==> config.mk <==
export PLATFORM = sky130hd
export DESIGN_NAME = ipi_timer_ctl
export DESIGN_NICKNAME = d
export VERILOG_FILES = /design/src/rtl/ipi_timer_pkg.sv /design/src/rtl/ipi_timer_wr_decode.sv /design/src/rtl/ipi_timer_lane.sv /design/src/rtl/ipi_timer_ctl.sv
export SDC_FILE = /design/constraint.sdc
export NUM_CORES = 1
export LEC_CHECK = 0
export BUFFER_PORTS_ARGS = -buffer_cell sky130_fd_sc_hd__buf_2
export CAP_MARGIN = 20
export CORE_MARGIN = 10
export CORE_UTILIZATION = 45
export CTS_CLUSTER_DIAMETER = 200
export DETAILED_ROUTE_END_ITERATION = 6
export PLACE_DENSITY_LB_ADDON = 0.15
export SETUP_SLACK_MARGIN = 0.3
export SYNTH_ARGS = -nofsm -noshare
export SYNTH_HDL_FRONTEND = slang
export SYNTH_HIERARCHICAL = 1
export SYNTH_SLANG_ARGS = --single-unit
==> constraint.sdc <==
create_clock -name clk_i -period 2.2 [get_ports clk_i]
set_input_delay 0.44 -clock clk_i [delete_from_list [all_inputs] [get_ports clk_i]]
set_output_delay 0.44 -clock clk_i [all_outputs]
set_load 0.05 [all_outputs]
==> src/rtl/ipi_timer_pkg.sv <==
package ipi_timer_pkg;
    localparam int FIELD_W  = 4;
    localparam int TMR_LSB  = 4;
    localparam int IPI_LSB  = 8;
    localparam int SEND_LSB = 12;
    localparam int IGN_BIT  = 28;

    typedef struct packed {
        logic tmr_ack;
        logic ipi_send;
        logic ipi_ack;
    } lane_cmd_t;
endpackage

==> src/rtl/ipi_timer_wr_decode.sv <==
module ipi_timer_wr_decode
    import ipi_timer_pkg::*;
#(
    parameter int NUM_CPU = 4,
    parameter int DATA_W  = 64
) (
    input  logic                        wr_en_i,
    input  logic [DATA_W-1:0]           wr_data_i,
    output lane_cmd_t [NUM_CPU-1:0]     cmd_o,
    output logic                        unsup_o
);
    localparam int CTRL_HI = SEND_LSB + FIELD_W - 1;

    logic any_field;
    logic accepted;
    logic unused_bits;

    assign unused_bits = ^wr_data_i;
    assign any_field   = |wr_data_i[CTRL_HI:TMR_LSB];
    assign accepted    = wr_en_i && (any_field || wr_data_i[IGN_BIT]);
    assign unsup_o     = wr_en_i && !any_field && !wr_data_i[IGN_BIT];

    for (genvar i = 0; i < NUM_CPU; i++) begin : g_cmd
        assign cmd_o[i].tmr_ack  = accepted && wr_data_i[TMR_LSB + i];
        assign cmd_o[i].ipi_send = accepted && wr_data_i[SEND_LSB + i];
        assign cmd_o[i].ipi_ack  = accepted && wr_data_i[IPI_LSB + i];
    end
endmodule

==> src/rtl/ipi_timer_lane.sv <==
module ipi_timer_lane
    import ipi_timer_pkg::*;
#(
    parameter int CNT_W = 4
) (
    input  logic      clk_i,
    input  logic      rst_ni,
    input  logic      tick_i,
    input  lane_cmd_t cmd_i,
    output logic      tmr_irq_o,
    output logic      ipi_stat_o,
    output logic      ipi_irq_o
);
    localparam logic [CNT_W-1:0] CNT_MAX  = '1;
    localparam logic [CNT_W-1:0] CNT_ZERO = '0;

    typedef struct packed {
        logic             tmr;
        logic             ipi_st;
        logic [CNT_W-1:0] cnt;
    } lane_state_t;

    lane_state_t lane_d, lane_q;

    always_comb begin
        lane_d = lane_q;
        // timer acknowledge first, a tick in the same cycle wins
        if (cmd_i.tmr_ack) lane_d.tmr = 1'b0;
        if (tick_i)        lane_d.tmr = 1'b1;
        // send before acknowledge
        if (cmd_i.ipi_send) begin
            lane_d.ipi_st = 1'b1;
            if (lane_d.cnt != CNT_MAX) lane_d.cnt = lane_d.cnt + 1'b1;
        end
        if (cmd_i.ipi_ack) begin
            lane_d.ipi_st = 1'b0;
            if (lane_d.cnt != CNT_ZERO) lane_d.cnt = lane_d.cnt - 1'b1;
        end
    end

    always_ff @(posedge clk_i) begin
        if (!rst_ni) lane_q <= '0;
        else         lane_q <= lane_d;
    end

    assign tmr_irq_o  = lane_q.tmr;
    assign ipi_stat_o = lane_q.ipi_st;
    assign ipi_irq_o  = (lane_q.cnt != CNT_ZERO);

    p_tick_sets_r2: assert property (@(posedge clk_i) disable iff (!rst_ni)
        tick_i |=> tmr_irq_o);
    p_ack_clears_r3: assert property (@(posedge clk_i) disable iff (!rst_ni)
        cmd_i.tmr_ack && !tick_i |=> !tmr_irq_o);
    p_send_raises_r5: assert property (@(posedge clk_i) disable iff (!rst_ni)
        cmd_i.ipi_send && !cmd_i.ipi_ack |=> ipi_irq_o);
    p_last_ack_r6: assert property (@(posedge clk_i) disable iff (!rst_ni)
        (lane_q.cnt == 1) && cmd_i.ipi_ack && !cmd_i.ipi_send |=> !ipi_irq_o);
    p_ack_status_r6: assert property (@(posedge clk_i) disable iff (!rst_ni)
        cmd_i.ipi_ack |=> !ipi_stat_o);
    p_no_overflow_r8: assert property (@(posedge clk_i) disable iff (!rst_ni)
        (lane_q.cnt == CNT_MAX) && cmd_i.ipi_send && !cmd_i.ipi_ack
        |=> lane_q.cnt == CNT_MAX);
endmodule

==> src/rtl/ipi_timer_ctl.sv <==
module ipi_timer_ctl
    import ipi_timer_pkg::*;
#(
    parameter int NUM_CPU = 4,
    parameter int DATA_W  = 64,
    parameter int CNT_W   = 4,
    parameter int ID_W    = 2
) (
    input  logic              clk_i,
    input  logic              rst_ni,
    input  logic              tick_i,
    input  logic              wr_en_i,
    input  logic [DATA_W-1:0] wr_data_i,
    input  logic [ID_W-1:0]   rd_cpu_i,
    output logic [DATA_W-1:0] rd_data_o,
    output logic [NUM_CPU-1:0] timer_irq_o,
    output logic [NUM_CPU-1:0] ipi_irq_o,
    output logic              wr_err_o
);
    typedef struct packed {
        logic err;
    } top_state_t;

    lane_cmd_t [NUM_CPU-1:0] cmd;
    logic                    unsup;
    logic [NUM_CPU-1:0]      tmr_stat;
    logic [NUM_CPU-1:0]      ipi_stat;
    top_state_t              top_d, top_q;

    ipi_timer_wr_decode #(
        .NUM_CPU (NUM_CPU),
        .DATA_W  (DATA_W)
    ) u_dec (
        .wr_en_i   (wr_en_i),
        .wr_data_i (wr_data_i),
        .cmd_o     (cmd),
        .unsup_o   (unsup)
    );

    for (genvar i = 0; i < NUM_CPU; i++) begin : g_lane
        ipi_timer_lane #(
            .CNT_W (CNT_W)
        ) u_lane (
            .clk_i      (clk_i),
            .rst_ni     (rst_ni),
            .tick_i     (tick_i),
            .cmd_i      (cmd[i]),
            .tmr_irq_o  (tmr_stat[i]),
            .ipi_stat_o (ipi_stat[i]),
            .ipi_irq_o  (ipi_irq_o[i])
        );
    end

    always_comb begin
        top_d     = top_q;
        top_d.err = unsup;
    end

    always_ff @(posedge clk_i) begin
        if (!rst_ni) top_q <= '0;
        else         top_q <= top_d;
    end

    always_comb begin
        rd_data_o = '0;
        rd_data_o[ID_W-1:0] = rd_cpu_i;
        for (int i = 0; i < NUM_CPU; i++) begin
            rd_data_o[TMR_LSB + i] = tmr_stat[i];
            rd_data_o[IPI_LSB + i] = ipi_stat[i];
        end
    end

    assign timer_irq_o = tmr_stat;
    assign wr_err_o    = top_q.err;

    p_unsup_err_r10: assert property (@(posedge clk_i) disable iff (!rst_ni)
        wr_en_i && (wr_data_i[15:4] == '0) && !wr_data_i[IGN_BIT] |=> wr_err_o);
    p_unsup_stable_r10: assert property (@(posedge clk_i) disable iff (!rst_ni)
        unsup && !tick_i |=> $stable(tmr_stat) && $stable(ipi_stat) && $stable(ipi_irq_o));
    p_ignore_quiet_r9: assert property (@(posedge clk_i) disable iff (!rst_ni)
        wr_en_i && wr_data_i[IGN_BIT] |=> !wr_err_o);
endmodule

* Word level (Yosys, flattened, before mapping) *
Index checks and enable logic that the tools add are counted.

word-level totals
  input bits = 70
  flip-flop bits (word level) = 25
  output and inout bits = 73
  bits in latches = 0
  memory bits (writable) = 0
  memories kept = 0
  memory bits (read-only) = 0
  word-level logic and storage cells = 85

cells by class
  multiply operators = 0
  bitwise operators = 1
  equal/unequal tests = 4
  shifts and indexed selects = 0
  reductions and logical operators = 35
  add/subtract/negate cells = 8
  div/mod/pow operators = 0
  $lt $le $gt $ge = 0
  muxes and demuxes = 24

operators with widths
  cell                 number
  $mux 4               16
  $reduce_bool 4->1    8
  $add 4x1->4 const B  4
  $ne 4x4->1 const B   4
  $sub 4x1->4 const B  4
  $logic_and 1x1->1    15
  $reduce_or 12->1     1
  $mux 1               8
  $reduce_bool 2->1    4
  $reduce_or 2->1      4
  $logic_not 1->1      2
  $logic_or 1x1->1     1
  $not 1->1            1

* Logic depth before layout (Yosys ltp) *
  depth after elaboration = 8
  gate-level depth with buffers = 10
  gate-level depth less buffers = 9

* Cells and area by module *
Netlist, hierarchy kept.

modules (own cells, without submodules)
  module               times used  cells an instance  area an instance (um^2)  seq. area each (um^2)
  ipi_timer_lane       4           59                 476.7                    120.1
  ipi_timer_ctl        1           63                 480.5                    20.0
  ipi_timer_wr_decode  1           18                 121.4                    0.0

* Worst setup path after synthesis *
No wires, ideal clock.

  path type = in2reg
  start point = input port wr_en_i
  end point = register g_lane[1].u_lane/lane_q[2] in the netlist's numbering
  data required time = 2.134 ns
  setup time = 0.066 ns
  stages on the path = 10
  path slack = 0.331 ns
  data arrival time = 1.803 ns
  path buffers = 2
  path through = buf_2 > and2_1 > buf_6 > nand2b_1 > o211ai_1 > inv_1 > ha_1 > nand2_1 > or3_1 > a21oi_2

RTL lines
  item                  line                  source
  start, declared       ipi_timer_ctl.sv:12   input logic wr_en_i,
  end signal, assigned  ipi_timer_lane.sv:43  else lane_q <= lane_d;
  end, declared         ipi_timer_lane.sv:23  lane_state_t lane_d, lane_q;

* Worst setup path after layout *
  start point = register g_lane[0].u_lane/lane_q[0] in the netlist's numbering
  end point = register g_lane[0].u_lane/lane_q[2] in the netlist's numbering

on the way
  longest elaborated chain between the ends = 6
  elaborated cells between the ends (all ways) = 8
  those cells by class = add/sub (2); eq/ne (1); mux (4); reduce/logical (1)

ends and longest elaborated chain
  item                                              line                  source
  start, declared                                   ipi_timer_lane.sv:23
  start signal, assigned                            ipi_timer_lane.sv:43
  $add 4x1->4 or $ne 4x4->1 (tied branches)         ipi_timer_lane.sv:33  if (lane_d.cnt != CNT_MAX) lane_d.cnt = lane_d.cnt + 1'b1;
  $mux 4                                            ipi_timer_lane.sv:33
  $mux 4 (*)                                        ipi_timer_lane.sv:31  if (cmd_i.ipi_send) begin
  $sub 4x1->4 or $reduce_bool 4->1 (tied branches)  ipi_timer_lane.sv:37  if (lane_d.cnt != CNT_ZERO) lane_d.cnt = lane_d.cnt - 1'b1;
  $mux 4                                            ipi_timer_lane.sv:37
  $mux 4 (*)                                        ipi_timer_lane.sv:35  if (cmd_i.ipi_ack) begin

Every way passes the cells marked *; elsewhere a longest branch is shown, timed or not.
A chain may end at the register's enable or synchronous reset.

==> results.py <==
metrics = {
    "synthesis": {
        "ys_types": 33,
        "netlist.area_leader.share_pct": 20.0,
        "ys_warn_count": 6,
        "synth_area_sq_um": 2510,
        "syn_inst": 317,
        "synth_area_leaders": "dfxtp_1 20%, buf_4 18%, mux2i_1 6.4%",
        "synth_edf_count": 0,
        "synth-seq-area-share_pct": 20.0,
        "ys_ff_latch": 25,
        "synth_top_area_cell": "dfxtp_1",
        "syn_avg_cell_area_sq_um": 7.91,
        "async_flop_share_pct": 0,
        "synthFlopType": "dfxtp_1",
    },
    "power": {
        "seq_power_share_pct": 34.1,
        "cellPowerDensity_nw_per_um2": 606,
        "switching_power_uw": 793,
        "power.leakage_nw": 1.24,
        "p_sw_share_pct": 48.0,
        "power_mw": 1.65,
        "power_frac_comb_pct": 48.0,
        "internal_power_uw": 859,
        "pwr-share-clk_pct": 17.9,
        "peakVddDrop_uv": 316,
    },
    "critical_path": {
        "path_cells": "inv_1 -> ha_1 -> nand2_1 -> o211ai_1 -> inv_1 -> ha_2 -> nand2_1 -> or3_1 -> a21oi_2",
        "crit_path_end_kind": "flip-flop",
        "cp.required_ns": 2.41,
        "crit_fanout": 5,
        "crit_arrival_ns": 2.03,
        "slowest_delay_ns": 0.39,
        "crit_type": "reg2reg",
        "r2r_cells": 9,
        "cp_slowest_cell": "dfxtp_4",
        "crit_path_start_kind": "flip-flop",
    },
    "detailed_routing": {
        "vias": 1991,
        "routed_wl_microns": 5620,
        "first_iter_violations": 56,
        "viasPerCell": 4.70,
        "wl_per_cell_microns": 13.3,
        "drc": 0,
        "final_antenna_net_count": 0,
        "dr.pass1.iters": 4,
    },
    "global_route": {
        "grt_max_degree": 16,
        "antenna_found_initial": 0,
        "grt-ovfl-total": 0,
        "grt_pass1_wl_microns": 8740,
        "grt_usage_pct": 11.7,
        "grt_pass1_vias": 1900,
    },
    "clock_tree": {
        "cts_max_path_buffers": 2,
        "h-tree-depth": 1,
        "clock-sinks": 25,
        "clk_latency_ns": 0.28,
        "cts_tree": "built",
        "clockRootBuffer": "clkbuf_8",
        "cts_buffers": 3,
        "clk_pin_slew_ns": 0.10,
    },
    "worst_hold_path": {
        "whs_path_depth": 3,
        "worst_hold_path_type": "in2reg",
    },
    "sta": {
        "fin_crit_ns": 1.81,
        "period_share_pct": 82.5,
        "hold_violations": 0,
        "tightest_slew_ns": 0.469,
        "fin_tns_setup_ns": 0,
        "final-setup-viol-count": 0,
        "fmax_ghz": 0.551,
        "relSlewSlack_pct": 67.9,
        "clock_skew_ns": 0.00521,
        "grt_setup_unrepaired": "yes",
        "maxSlewViolCount": 0,
    },
    "cells_and_area": {
        "drive_gt1_share_pct": 30.4,
        "layout_commonest_cell": "conb_1",
        "final_area_sq_um": 2730,
        "post-route-util_pct": 49.8,
        "fin_cells": 424,
        "layout.cells.most_common_list": "54 x conb_1, 33 x buf_2, 23 x inv_1",
        "nets": 435,
        "antenna_cells": 0,
        "syn_to_final_growth_pct": 8.63,
    },
    "floorplan": {
        "rows": 27,
        "initial_core_util_pct": 45.8,
        "ios": 143,
        "die_width_microns": 94.7,
        "dieHeight_microns": 94.7,
        "die_area_sq_um": 8960,
        "coreArea_sq_um": 5470,
    },
    "status": {
        "outcome": "finished, final reports clean",
    },
    "placement": {
        "io_buffers": 33,
        "dp.cells": 412,
        "hpwlAfterDp_microns": 4390,
        "placed_area_sq_um": 2470,
        "gp_congestion": 0.771,
    },
    "job": {
        "drv_cap": 0,
    },
}
cell usage after synthesis, drive strengths merged, types with 2 or more instances:
cell	instances
and2	13
a31o	4
ha	12
and3	8
or2	4
a31oi	8
nand4	8
buf	73
nand2	20
nand3	4
dfxtp	25
o211ai	12
nor4	2
nand2b	12
nor2	21
or3	12
o21ai	4
nor2b	4
nor3	4
inv	24
and3b	4
mux2i	16
a21oi	16
a211oi	4
metrics by stage:
step	hold slack, ns	setup slack (ns)
after floorplan	0.557	0.331
after global placement	0.482	0.142
after detailed placement	0.479	0.133
after CTS	0.457	0.281
after global routing	0.464	0.276
final	0.466	0.385
cell type report:
class	count	area, sq um
clock buffer	3	41.3
clock inverter	1	7.51
fill	582	2750
inverter	24	90.1
multi-input combinational	248	1660
sequential	25	534
tap	72	90.1
timing repair buffer	51	300
worst paths after layout:
kind	startpoint	end	slack, ns
max	g_lane[0].u_lane/lane_q[0]$_SDFF_PN0_	g_lane[0].u_lane/lane_q[2]$_SDFF_PN0_	0.39
min	tick_i	g_lane[2].u_lane/tmr_irq_o$_SDFFE_PN0P_	0.47
max reg2reg	g_lane[0].u_lane/lane_q[0]$_SDFF_PN0_	g_lane[0].u_lane/lane_q[2]$_SDFF_PN0_	0.39
min reg2reg	g_lane[0].u_lane/ipi_stat_o$_SDFFE_PP0P_	g_lane[0].u_lane/ipi_stat_o$_SDFFE_PP0P_	0.50
sequential cells by signal (all words and copies together), names as in the netlist:
| register | count |
|---|---|
| g_lane.u_lane/ipi_stat_o | 4 |
| g_lane.u_lane/lane_q | 16 |
| g_lane.u_lane/tmr_irq_o | 4 |
| wr_err_o | 1 |
power by group through the flow:
stage               Clock (mW)  Sequential, mW  Combinational [mW]
finish                   0.296           0.563               0.793
global route             0.326           0.574               0.861
CTS                      0.308           0.561               0.742
detailed placement           0           0.559               0.736
global placement             0           0.559               0.732
floorplan                    0           0.574               0.675
worst max-delay path: cells and delay by family, from the launching register on:
family	cells	cell delay, ns
DFF	1	0.39
AOI/OAI and AO/OA	2	0.23
adders and majority gates	2	0.49
buffers and inverters	2	0.15
and+or+nand+nor	3	0.49
cell families (layout without fill, tap and decap cells):
kind of cell,count (synthesis),after routing,synth area share [%]
muxes,16,16,6.38
and+or+nand+nor,118,118,26.8
buffers and inverters,97,79,26.1
AOI/OAI and AO/OA,48,48,14.6
adders and majority gates,12,12,5.98
other,1,54,0.149
DFF,25,25,20.0
metal layers:
| layer | vias up | wire length [microns] | GRT usage (%) |
|---|---|---|---|
| met3 | 4 | 352 | 3.01 |
| li1 | 1038 | - | - |
| met1 | 891 | 2690 | 15.4 |
| met4 | 0 | 24 | 2.62 |
| met5 | - | 0 | 0 |
| met2 | 58 | 2560 | 18.8 |
what timing repair did:
action	4_1_cts	5_1_grt
endpoints found under the setup margin	11	16
pin swaps	0	7
hold buffers	0	0
resized for setup	12	29
gates cloned	0	0
buffers inserted	0	8
No activity file was read; power rests on OpenSTA's default activity.
